===== src/rtl/rdm_pkg.sv =====
package rdm_pkg;

   localparam int RDM_MIN_W = 2;
   localparam int RDM_MAX_W = 32;
   localparam int RDM_NUM_BOUNDS = 2;

   typedef enum logic {
      BOUND_LOW  = 1'b0,
      BOUND_HIGH = 1'b1
   } bound_kind_e;

endpackage


===== src/rtl/rdm_edge.sv =====
module rdm_edge (
   input  logic clk,
   input  logic rst_n,
   input  logic strobe,
   output logic rise
);

   logic strobe_q;

   always_ff @(posedge clk or negedge rst_n) begin
      if (!rst_n) strobe_q <= 1'b0;
      else        strobe_q <= strobe;
   end

   assign rise = strobe & ~strobe_q;

   // a strobe held high yields only a single rise
   p_single_rise_r6: assert property (@(posedge clk) disable iff (!rst_n)
      rise |=> !rise);

endmodule


===== src/rtl/rdm_bound.sv =====
module rdm_bound #(
   parameter int                  W    = 16,
   parameter rdm_pkg::bound_kind_e KIND = rdm_pkg::BOUND_LOW
) (
   input  logic         clk,
   input  logic         rst_n,
   input  logic         take,
   input  logic         seed,
   input  logic [W-1:0] mag,
   output logic [W-1:0] val,
   output logic [W-1:0] nxt
);

   logic [W-1:0] pick;

   generate
      if (KIND == rdm_pkg::BOUND_LOW) begin : g_low
         assign pick = (mag < val) ? mag : val;
      end else begin : g_high
         assign pick = (mag > val) ? mag : val;
      end
   endgenerate

   assign nxt = seed ? mag : pick;

   always_ff @(posedge clk or negedge rst_n) begin
      if (!rst_n)    val <= '0;
      else if (take) val <= nxt;
   end

   // a bound only moves in its own direction unless reseeded
   generate
      if (KIND == rdm_pkg::BOUND_LOW) begin : g_chk_low
         p_low_monotone_r4: assert property (@(posedge clk) disable iff (!rst_n)
            (take && !seed) |=> (val <= $past(val)));
      end else begin : g_chk_high
         p_high_monotone_r4: assert property (@(posedge clk) disable iff (!rst_n)
            (take && !seed) |=> (val >= $past(val)));
      end
   endgenerate

endmodule


===== src/rtl/rdm_fault.sv =====
module rdm_fault (
   input  logic clk,
   input  logic rst_n,
   input  logic take,
   input  logic ovr_hit,
   input  logic mis_hit,
   input  logic clear,
   output logic degrade_n
);

   logic ovr_q;
   logic mis_q;

   always_ff @(posedge clk or negedge rst_n) begin
      if (!rst_n)    ovr_q <= 1'b0;
      else if (take) ovr_q <= ovr_hit;
   end

   always_ff @(posedge clk or negedge rst_n) begin
      if (!rst_n) mis_q <= 1'b0;
      else        mis_q <= (take & mis_hit) | (mis_q & ~clear);
   end

   assign degrade_n = ~ovr_q & ~mis_q;

   // latch holds while no strobe edge arrives
   p_mis_sticky_r6: assert property (@(posedge clk) disable iff (!rst_n)
      (mis_q && !clear) |=> mis_q);

   // a strobe edge with no fresh hit releases the latch
   p_mis_clear_r7: assert property (@(posedge clk) disable iff (!rst_n)
      (clear && !(take && mis_hit)) |=> !mis_q);

   // over-range term is dropped by a healthy sample
   p_ovr_release_r3: assert property (@(posedge clk) disable iff (!rst_n)
      (take && !ovr_hit) |=> !ovr_q);

endmodule


===== src/rtl/resolver_degrade_monitor.sv =====
module resolver_degrade_monitor #(
   parameter int MAG_W = 16
) (
   input  logic             clk,
   input  logic             rst_n,
   input  logic             smp_vld,
   input  logic [MAG_W-1:0] smp_mag,
   input  logic             hold_strobe,
   input  logic [MAG_W-1:0] ovr_limit,
   input  logic [MAG_W-1:0] mis_limit,
   output logic             degrade_n,
   output logic [MAG_W-1:0] mag_min,
   output logic [MAG_W-1:0] mag_max
);

   localparam int NB = rdm_pkg::RDM_NUM_BOUNDS;
   localparam int LO = 0;
   localparam int HI = NB - 1;

   generate
      if (MAG_W < rdm_pkg::RDM_MIN_W || MAG_W > rdm_pkg::RDM_MAX_W) begin : g_bad_width
         $error("MAG_W out of supported range");
      end
   endgenerate

   logic             rise;
   logic             empty_q;
   logic             seed;
   logic [MAG_W-1:0] bnd_val [NB];
   logic [MAG_W-1:0] bnd_nxt [NB];
   logic [MAG_W-1:0] spread_nxt;
   logic             ovr_hit;
   logic             mis_hit;

   rdm_edge u_edge (
      .clk    (clk),
      .rst_n  (rst_n),
      .strobe (hold_strobe),
      .rise   (rise)
   );

   always_ff @(posedge clk or negedge rst_n) begin
      if (!rst_n)       empty_q <= 1'b1;
      else if (smp_vld) empty_q <= 1'b0;
      else if (rise)    empty_q <= 1'b1;
   end

   assign seed = empty_q | rise;

   generate
      for (genvar g = 0; g < NB; g++) begin : g_bound
         localparam rdm_pkg::bound_kind_e K =
            (g == LO) ? rdm_pkg::BOUND_LOW : rdm_pkg::BOUND_HIGH;
         rdm_bound #(
            .W    (MAG_W),
            .KIND (K)
         ) u_bound (
            .clk   (clk),
            .rst_n (rst_n),
            .take  (smp_vld),
            .seed  (seed),
            .mag   (smp_mag),
            .val   (bnd_val[g]),
            .nxt   (bnd_nxt[g])
         );
      end
   endgenerate

   assign spread_nxt = bnd_nxt[HI] - bnd_nxt[LO];
   assign mis_hit    = spread_nxt > mis_limit;
   assign ovr_hit    = smp_mag > ovr_limit;

   rdm_fault u_fault (
      .clk       (clk),
      .rst_n     (rst_n),
      .take      (smp_vld),
      .ovr_hit   (ovr_hit),
      .mis_hit   (mis_hit),
      .clear     (rise),
      .degrade_n (degrade_n)
   );

   assign mag_min = bnd_val[LO];
   assign mag_max = bnd_val[HI];

   // an over-range sample pulls the flag low on its edge
   p_ovr_flag_r2: assert property (@(posedge clk) disable iff (!rst_n)
      (smp_vld && (smp_mag > ovr_limit)) |=> !degrade_n);

   // idle cycles leave the bounds alone
   p_idle_hold_r4: assert property (@(posedge clk) disable iff (!rst_n)
      !smp_vld |=> ($stable(mag_min) && $stable(mag_max)));

   // once filled, the bounds are ordered
   p_ordered_r4: assert property (@(posedge clk) disable iff (!rst_n)
      !empty_q |-> (mag_min <= mag_max));

   // an excessive spread pulls the flag low on its edge
   p_mis_flag_r5: assert property (@(posedge clk) disable iff (!rst_n)
      (smp_vld && mis_hit) |=> !degrade_n);

   // a seeding sample loads both bounds with itself
   p_seed_equal_r8: assert property (@(posedge clk) disable iff (!rst_n)
      (smp_vld && seed) |=> (mag_min == mag_max && mag_min == $past(smp_mag)));

endmodule


===== config.mk =====
export PLATFORM = sky130hd
export DESIGN_NAME = resolver_degrade_monitor
export DESIGN_NICKNAME = d
export VERILOG_FILES = /design/src/rtl/rdm_pkg.sv /design/src/rtl/rdm_edge.sv /design/src/rtl/rdm_bound.sv /design/src/rtl/rdm_fault.sv /design/src/rtl/resolver_degrade_monitor.sv
export SDC_FILE = /design/constraint.sdc
export NUM_CORES = 1
export LEC_CHECK = 0
export ABC_AREA = 1
export BUFFER_PORTS_ARGS = -buffer_cell sky130_fd_sc_hd__buf_4
export CORE_MARGIN = 1.5
export CORE_UTILIZATION = 45
export DETAILED_ROUTE_END_ITERATION = 8
export GPL_ROUTABILITY_DRIVEN = 0
export GPL_TIMING_DRIVEN = 0
export PLACE_DENSITY = 0.67
export SETUP_SLACK_MARGIN = 0.2
export SLEW_MARGIN = 30
export SYNTH_ARGS = -nofsm -noshare
export SYNTH_HDL_FRONTEND = slang
export SYNTH_SLANG_ARGS = --single-unit

===== constraint.sdc =====
create_clock -name clk -period 5.96 [get_ports clk]
set_input_delay 0 -clock clk [delete_from_list [all_inputs] [get_ports clk]]
set_output_delay 0 -clock clk [all_outputs]
set_load 0.05 [all_outputs]

# Word-level counts from Yosys, hierarchy flattened
# Index checks and enable logic that the tools add are counted.
# totals
register_bits	36
input_bits	52
out_inout_bits	33
wordCells	28
# classes
addsub	1
order_cmp	4
n_mux	6
n_bitwise	10
n_reduce_logical	1
# ops
cell	n
$mux 16	4
$gt 16x16->1	3
$lt 16x16->1	1
$sub 16x16->16	1
$and 1x1->1	4
$not 1->1	4
$mux 1	2
$or 1x1->1	2
$reduce_bool 2->1	1

# Logic depth before layout (Yosys ltp)
# Gate-level depths: netlist of the first run.
# logic_depth
word_depth	8
mapped_depth	39
ltp_nobuf	37

# Modules after synthesis
# From an unflattened synthesis of the first run, not the netlist that was laid out.
# hier_totals
hier_cells	759
area_unflattened_um2	4873.4
# modules_own_cells
mod	n_inst	cells_per_inst	area_per_inst_um2	seq_area_each_um2
resolver_degrade_monitor	1	334	1845.5	26.3
rdm_bound at g_bound[0].u_bound	1	203	1483.9	400.4
rdm_bound at g_bound[1].u_bound	1	208	1425.1	400.4
rdm_fault	1	11	83.8	50.0
rdm_edge	1	3	35.0	25.0

# Least setup slack after synthesis of the first run
# Ideal clock, no wire load.
# synth_timing
path_kind	reg-to-reg
startpoint	reg g_bound[1].u_bound.val[11]
endpoint	reg u_fault.mis_q
setup_ns	0.120
t_arrival_ns	4.231
required_time_ns	5.840
setup_slack_ns	1.608
stages_incl_launch_ff	32
n_path_buf	2
synth_period_minus_slack_ns	4.352
path_cell_list	dfrtp_1 inv_1 ha_1 a21oi_1 nand2_1 a21oi_1 nand2_2 nand2_4 nand2_4 buf_6 clkbuf_1 o21ai_0 ha_1 nand3_1 and2_1 inv_1 a31oi_1 nand2_1 nand2_1 nand2_2 nand2_1 nand2_1 nand2_1 nand2_1 ha_1 nand2_1 inv_1 nand3_1 nor3_1 nand4_1 nand3_1 nand2_1
# synth_rtl
item	line	text
start, declared	rdm_bound.sv:10	output logic [W-1:0] val,
start signal, assigned	rdm_bound.sv:28	else if (take) val <= nxt;
end signal, assigned	rdm_fault.sv:21	else mis_q <= (take & mis_hit) | (mis_q & ~clear);
end, declared	rdm_fault.sv:12	logic mis_q;

==> metrics.md, run 1 <==
| Metric | Value |
|---|---|
| Register area share after synthesis | 0.2090 |
| Pre-antenna DRT Iters | 4 |
| Post-Synthesis Cells | 630 |
| Hold path depth | 3 |
| Die W | 100.9 um |
| I/O Pins | 85 |
| Status | finished, final reports clean |
| Arrival time worst endpoint | 5.43 ns |
| Iter 0 DRT Violations | 165 |
| Total power | 1863 uW |
| Synth top area share | 0.2233 |
| Mapped cell area | 4315 um^2 |
| CP bufs+invs | 5 |
| Crit-path max cell delay | 0.61 ns |
| CTS tree | yes |
| CP Max Fanout | 10 |
| EDFF count, synth | 0 |
| DP Wirelength | 9697 um |
| DRC Markers | 0 |
| Post-CTS Resized | 0 |
| Starting Density | 0.4648 |
| Worst vdd ir | 153.6 uV |
| Vias per std cell | 5.112 |
| CTS Root Cell | clkbuf_8 |
| Synth cell count leaders | nand2_1 (160), inv_1 (99), ha_1 (77), o21ai_0 (50), a21oi_1 (43) |
| Antenna Nets Post-Route | 0 |
| Post-Route WL | 11680 um |
| Worst path slowest cell | o21ai_0 |
| Synth unique cells | 38 |
| Required @ worst endpoint | 6.19 ns |
| Placed instance area | 5100 um^2 |
| Finished Cell Area | 5201 um^2 |
| Hold Crit Class | in2reg |
| Global-route wire length before repair | 19930 um |
| Fillers | 929 |
| Core Area | 9284 um^2 |
| CP Launch Type | register |
| Layout cells sized above 1 | 0.1909 |
| CP endpoint kind | register |
| Area of the multi-input gates | 2944 um^2 |
| Vias in the first global route | 4405 |
| Setup TNS | 0 ns |
| Crit Path Class | reg2reg |
| Clk buf depth | 2 |
| Die height | 100.9 um |
| Via count | 4355 |
| Post-CTS setup buffers | 0 |
| Area contributors post-synth | ha_1 (22%), dfrtp_1 (20%), nand2_1 (14%), inv_1 (8.6%), o21ai_0 (5.8%) |
| Final Skew | 0.009139 ns |
| Syn Nets | 760 |
| Crit path max-delay family | simple AND/OR/NAND/NOR gates |
| Crit path top cell by count | nand2_1 |
| Tightest Pin Transition | 0.6746 ns |
| H-tree levels | 2 |
| #FFs+latches synth | 36 |
| Syn_area_per_cell | 6.850 um^2 |
| Leakage | 0.002916 uW |
| Cell Rows | 35 |
| # setup viols final | 0 |
| Asr flop ratio synth | 1.000 |
| TritonCTS Buffers | 5 |
| Clock Latency Late Sink | 0.29 ns |
| Relative slew slack | 0.5455 |
| Fmax | 0.1924 GHz |
| Register area | 902.1 um^2 |
| Crit path depth | 32 |
| Port buffer count | 83 |
| Final Hold Viols | 0 |
| Slew Limit Fails | 0 |
| GRT overflow | 0 |
| Most common cell in the netlist | nand2_1 |
| Synth Warn # | 0 |
| Die area | 10190 um^2 |
| Max-Cap Viols | 0 |
| Worst reg-to-reg path cell count | 32 |
| Final core occ | 0.5602 |
| RSZ-0062 raised after global routing | false |
| Sink Count | 36 |
| Most used DFF post-synth | dfrtp_1 |
| Initial antenna violation count | 0 |
| Mean routed wirelength per cell | 13.71 um |
| Area Growth Syn to Fin | 20.53% |
| Pwr per Cell Area | 358.1 nW/um^2 |
| Hold Slack | 0.08406 ns |
| Nets | 852 |
| Clock Pin Slew Worst Setup and Hold Paths | 0.08 ns |
| Minimum clock period | 5.197 ns |
| Post-synth top area cell | ha_1 |
| Largest net degree at the start of global routing | 37 |
| Total track usage | 0.2451 |
| Antenna diode count | 0 |
| Fin crit share | 0.8719 |
[cell type report]
| class | instances | area share |
|---|---|---|
| multi-input cells | 476 | 0.5660 |
| inverters | 104 | 0.07554 |
| clock inverters | 1 | 0.0009622 |
| well taps | 129 | 0.03103 |
| clock buffers | 7 | 0.01467 |
| flip-flops and latches | 36 | 0.1734 |
| repair buffers | 85 | 0.1236 |
| plain buffers | 14 | 0.01467 |
[kinds of logic (layout without fill, tap and decap cells)]
kind of cell,Yosys count,after routing,synth area share
AND/OR/NAND/NOR,275,275,0.2949
buffers and inverters,118,211,0.1087
AO/OA/AOI/OAI,114,114,0.1395
adder cells (fa/ha/maj),78,78,0.2279
flip-flops,36,36,0.2090
XOR/XNOR,9,9,0.02001
[sequential cells by signal, summed over array words and instances, names as in the netlist]
signal               count
u_edge.strobe_q          1
g_bound.u_bound.val     32
u_fault.ovr_q            1
u_fault.mis_q            1
empty_q                  1
[worst min-delay path: stages]
cell and delay [ns]:
buf_4 0.11, a21oi_1 0.10, o21ai_0 0.13
[report_power, final]
group	total [uW]	switching [uW]	internal [uW]	leakage, uW
clock network	174	91.8	82.2	0.0000422
logic	1340	865	476	0.00243
registers	348	50.0	298	0.000441
total	1860	1010	856	0.00292
[metrics by stage]
step,setup WS [ns],std cells
after floorplan,1.608,630
after global placement,0.8859,842
after detailed placement,0.8001,842
after CTS,0.7495,852
after global routing,0.3387,852
final,0.7634,852
[final timing paths]
| check | endpoint | from | slack (ns) |
|---|---|---|---|
| max reg2reg | u_fault.mis_q | g_bound[1].u_bound.val[11] | 0.76 |
| min | g_bound[0].u_bound.val[8] | smp_mag[8] | 0.08 |
| min reg2reg | u_fault.ovr_q | u_fault.ovr_q | 0.49 |
| max in group asynchronous | empty_q | rst_n | 5.38 |
| min in group asynchronous | g_bound[1].u_bound.val[9] | rst_n | 0.22 |
| max | u_fault.mis_q | g_bound[1].u_bound.val[11] | 0.76 |
[what timing repair did]
item                                    CTS  global route
hold buffers                              2             0
endpoints found under the setup margin    0             0
endpoints found under the hold margin    36             0
[layer usage]
metal	vias to the layer above	GRT usage	wire (um)
met5	-	0	0
met4	0	0.07372	268
met3	19	0.02635	447
met2	114	0.4366	5680
met1	1995	0.3114	5283
li1	2227	-	-
[cell usage in the layout, fill, tap and decap left out, types with 3 or more instances in the layout]
cell type	count
a211oi_1	3
clkbuf_8	5
o21ai_0	50
nand3_1	30
nand4_1	5
clkbuf_1	9
inv_1	99
buf_2	4
xor2_1	8
inv_2	4
a21oi_1	43
nand2_1	160
dfrtp_1	35
nand2_4	13
buf_4	83
nor3_1	7
a31oi_1	3
nor3_2	3
nor2_1	35
ha_1	77
nand2_2	15
o21ai_1	8
(Power assumes the default switching activity.)
==> run 2, diff against run 1 <==
--- a/config.mk
+++ b/config.mk
@@ -9,6 +9,7 @@
 export BUFFER_PORTS_ARGS = -buffer_cell sky130_fd_sc_hd__buf_4
 export CORE_MARGIN = 1.5
 export CORE_UTILIZATION = 45
+export CTS_BUF_LIST = sky130_fd_sc_hd__clkbuf_2 sky130_fd_sc_hd__clkbuf_4 sky130_fd_sc_hd__clkbuf_8
 export DETAILED_ROUTE_END_ITERATION = 8
 export GPL_ROUTABILITY_DRIVEN = 0
 export GPL_TIMING_DRIVEN = 0
==> metrics.md, run 2 (synthesis gave the netlist of run 1 again) <==
| Metric | Value |
|---|---|
| Total power | 1877 uW |
| Commonest non-fill, non-tap cell in the layout | nand2_1 |
| Worst path slowest cell | o21ai_0 |
| Mean routed wirelength per cell | 13.80 um |
| Crit-path max cell delay | 0.62 ns |
| Tightest Pin Transition | 0.6766 ns |
| Cell Rows | 35 |
| Crit path top cell by count | nand2_1 |
| Placed cell count | 842 |
| I/O Pins | 85 |
| Final cell count without fillers | 852 |
| Die height | 100.9 um |
| DRC Markers | 0 |
| Clock Latency Late Sink | 0.30 ns |
| Core Area | 9284 um^2 |
| Nets | 852 |
| Fin crit share | 0.8743 |
| Worst reg-to-reg path cell count | 32 |
| Die W | 100.9 um |
| Crit path depth | 32 |
| Starting Density | 0.4648 |
| Sink Count | 36 |
| Slew Limit Fails | 0 |
| Pwr per Cell Area | 360.3 nW/um^2 |
| Commonest cells after routing, fill and taps aside | nand2_1 (160), inv_1 (99), buf_4 (83) |
| # setup viols final | 0 |
| Clk buf depth | 2 |
| Layout cells sized above 1 | 0.1936 |
| Hold Slack | 0.08237 ns |
| Minimum clock period | 5.211 ns |
| Final Skew | 0.006974 ns |
| Worst vdd ir | 158.9 uV |
| Required @ worst endpoint | 6.20 ns |
| Relative slew slack | 0.5442 |
| RSZ-0062 raised after global routing | false |
| Vias per std cell | 5.113 |
| Pre-antenna DRT Iters | 4 |
| Status | finished, final reports clean |
| CP bufs+invs | 5 |
| Largest register FFs | 32 |
| Global-route wire length before repair | 19910 um |
| CP endpoint kind | register |
| Crit path max-delay family | simple AND/OR/NAND/NOR gates |
| GRT overflow | 0 |
| Port buffer count | 83 |
| CP Max Fanout | 10 |
| Setup TNS | 0 ns |
| Post-Route WL | 11750 um |
| Initial antenna violation count | 0 |
| H-tree levels | 2 |
| DP Wirelength | 9697 um |
| Clock Pin Slew Worst Setup and Hold Paths | 0.08 ns |
| Vias in the first global route | 4400 |
| Total track usage | 0.2451 |
| CTS tree | yes |
| CTS Root Cell | clkbuf_8 |
| CP Launch Type | register |
| Hold Crit Class | in2reg |
| TritonCTS Buffers | 5 |
| Antenna diode count | 0 |
| Biggest register | g_bound.u_bound.val |
| Final core occ | 0.5611 |
| Max-Cap Viols | 0 |
| Crit Path Class | reg2reg |
| Leakage | 0.002923 uW |
| Hold path depth | 5 |
| Arrival time worst endpoint | 5.45 ns |
| Final Hold Viols | 0 |
| Antenna Nets Post-Route | 0 |
| Die area | 10190 um^2 |
| Via count | 4356 |
| Largest net degree at the start of global routing | 37 |
| Area Growth Syn to Fin | 20.70% |
| Iter 0 DRT Violations | 190 |
| Fmax | 0.1919 GHz |
==> run 2: cell counts in the layout (fill, tap and decap cells not counted) <==
No cell type changed its count.
==> run 2: cell type report <==
cell class,count,area (um^2)
plain buffers,14,76.32
clock buffers,7,83.83
clock inverters,1,5.005
fillers,933,4075
inverters,104,392.9
multi-input cells,476,2944
flip-flops and latches,36,902.1
well taps,129,161.4
repair buffers,85,643.1
==> run 2: final timing paths <==
kind / start / to / slack [ns]
max: g_bound[1].u_bound.val[11] / u_fault.mis_q / 0.75
min: smp_mag[0] / g_bound[0].u_bound.val[0] / 0.08
max reg2reg: g_bound[1].u_bound.val[11] / u_fault.mis_q / 0.75
min reg2reg: u_fault.ovr_q / u_fault.ovr_q / 0.49
max in group asynchronous: rst_n / empty_q / 5.39
min in group asynchronous: rst_n / g_bound[1].u_bound.val[3] / 0.21
==> run 2: repair_timing <==
item                      in CTS  in global routing
buffers inserted               0                  0
hold endpoints to repair      36                  0
hold buffers                   2                  0
gates resized for setup        0                  0
==> run 2: worst register-to-register path, delay by kind of cell, from the launching register on <==
kind | cells | cell delay (ns)
and+or+nand+nor | 19 | 1.98
DFF | 1 | 0.39
adders and majority gates | 3 | 0.90
AOI/OAI and AO/OA | 5 | 1.26
buffers and inverters | 5 | 0.62
==> run 2: power by group <==
part | internal (uW) | switching [uW]
clock | 91.4 | 95.5
combinational | 476 | 867
sequential | 298 | 49.3
total | 865 | 1010
==> run 2: through the flow <==
step                worst slack, ns  cell area (um^2)
floorplan                     1.608              4315
global placement             0.8859              5100
detailed placement           0.8001              5100
CTS                          0.7483              5209
global route                 0.3379              5209
finish                       0.7491              5209
==> run 2: routing by layer <==
layer	track usage	wire length (um)	vias to the layer above
li1	-	-	2227
met1	0.3110	5195	1991
met2	0.4371	5745	118
met3	0.02635	544	20
met4	0.07372	268	0
met5	0	0	-
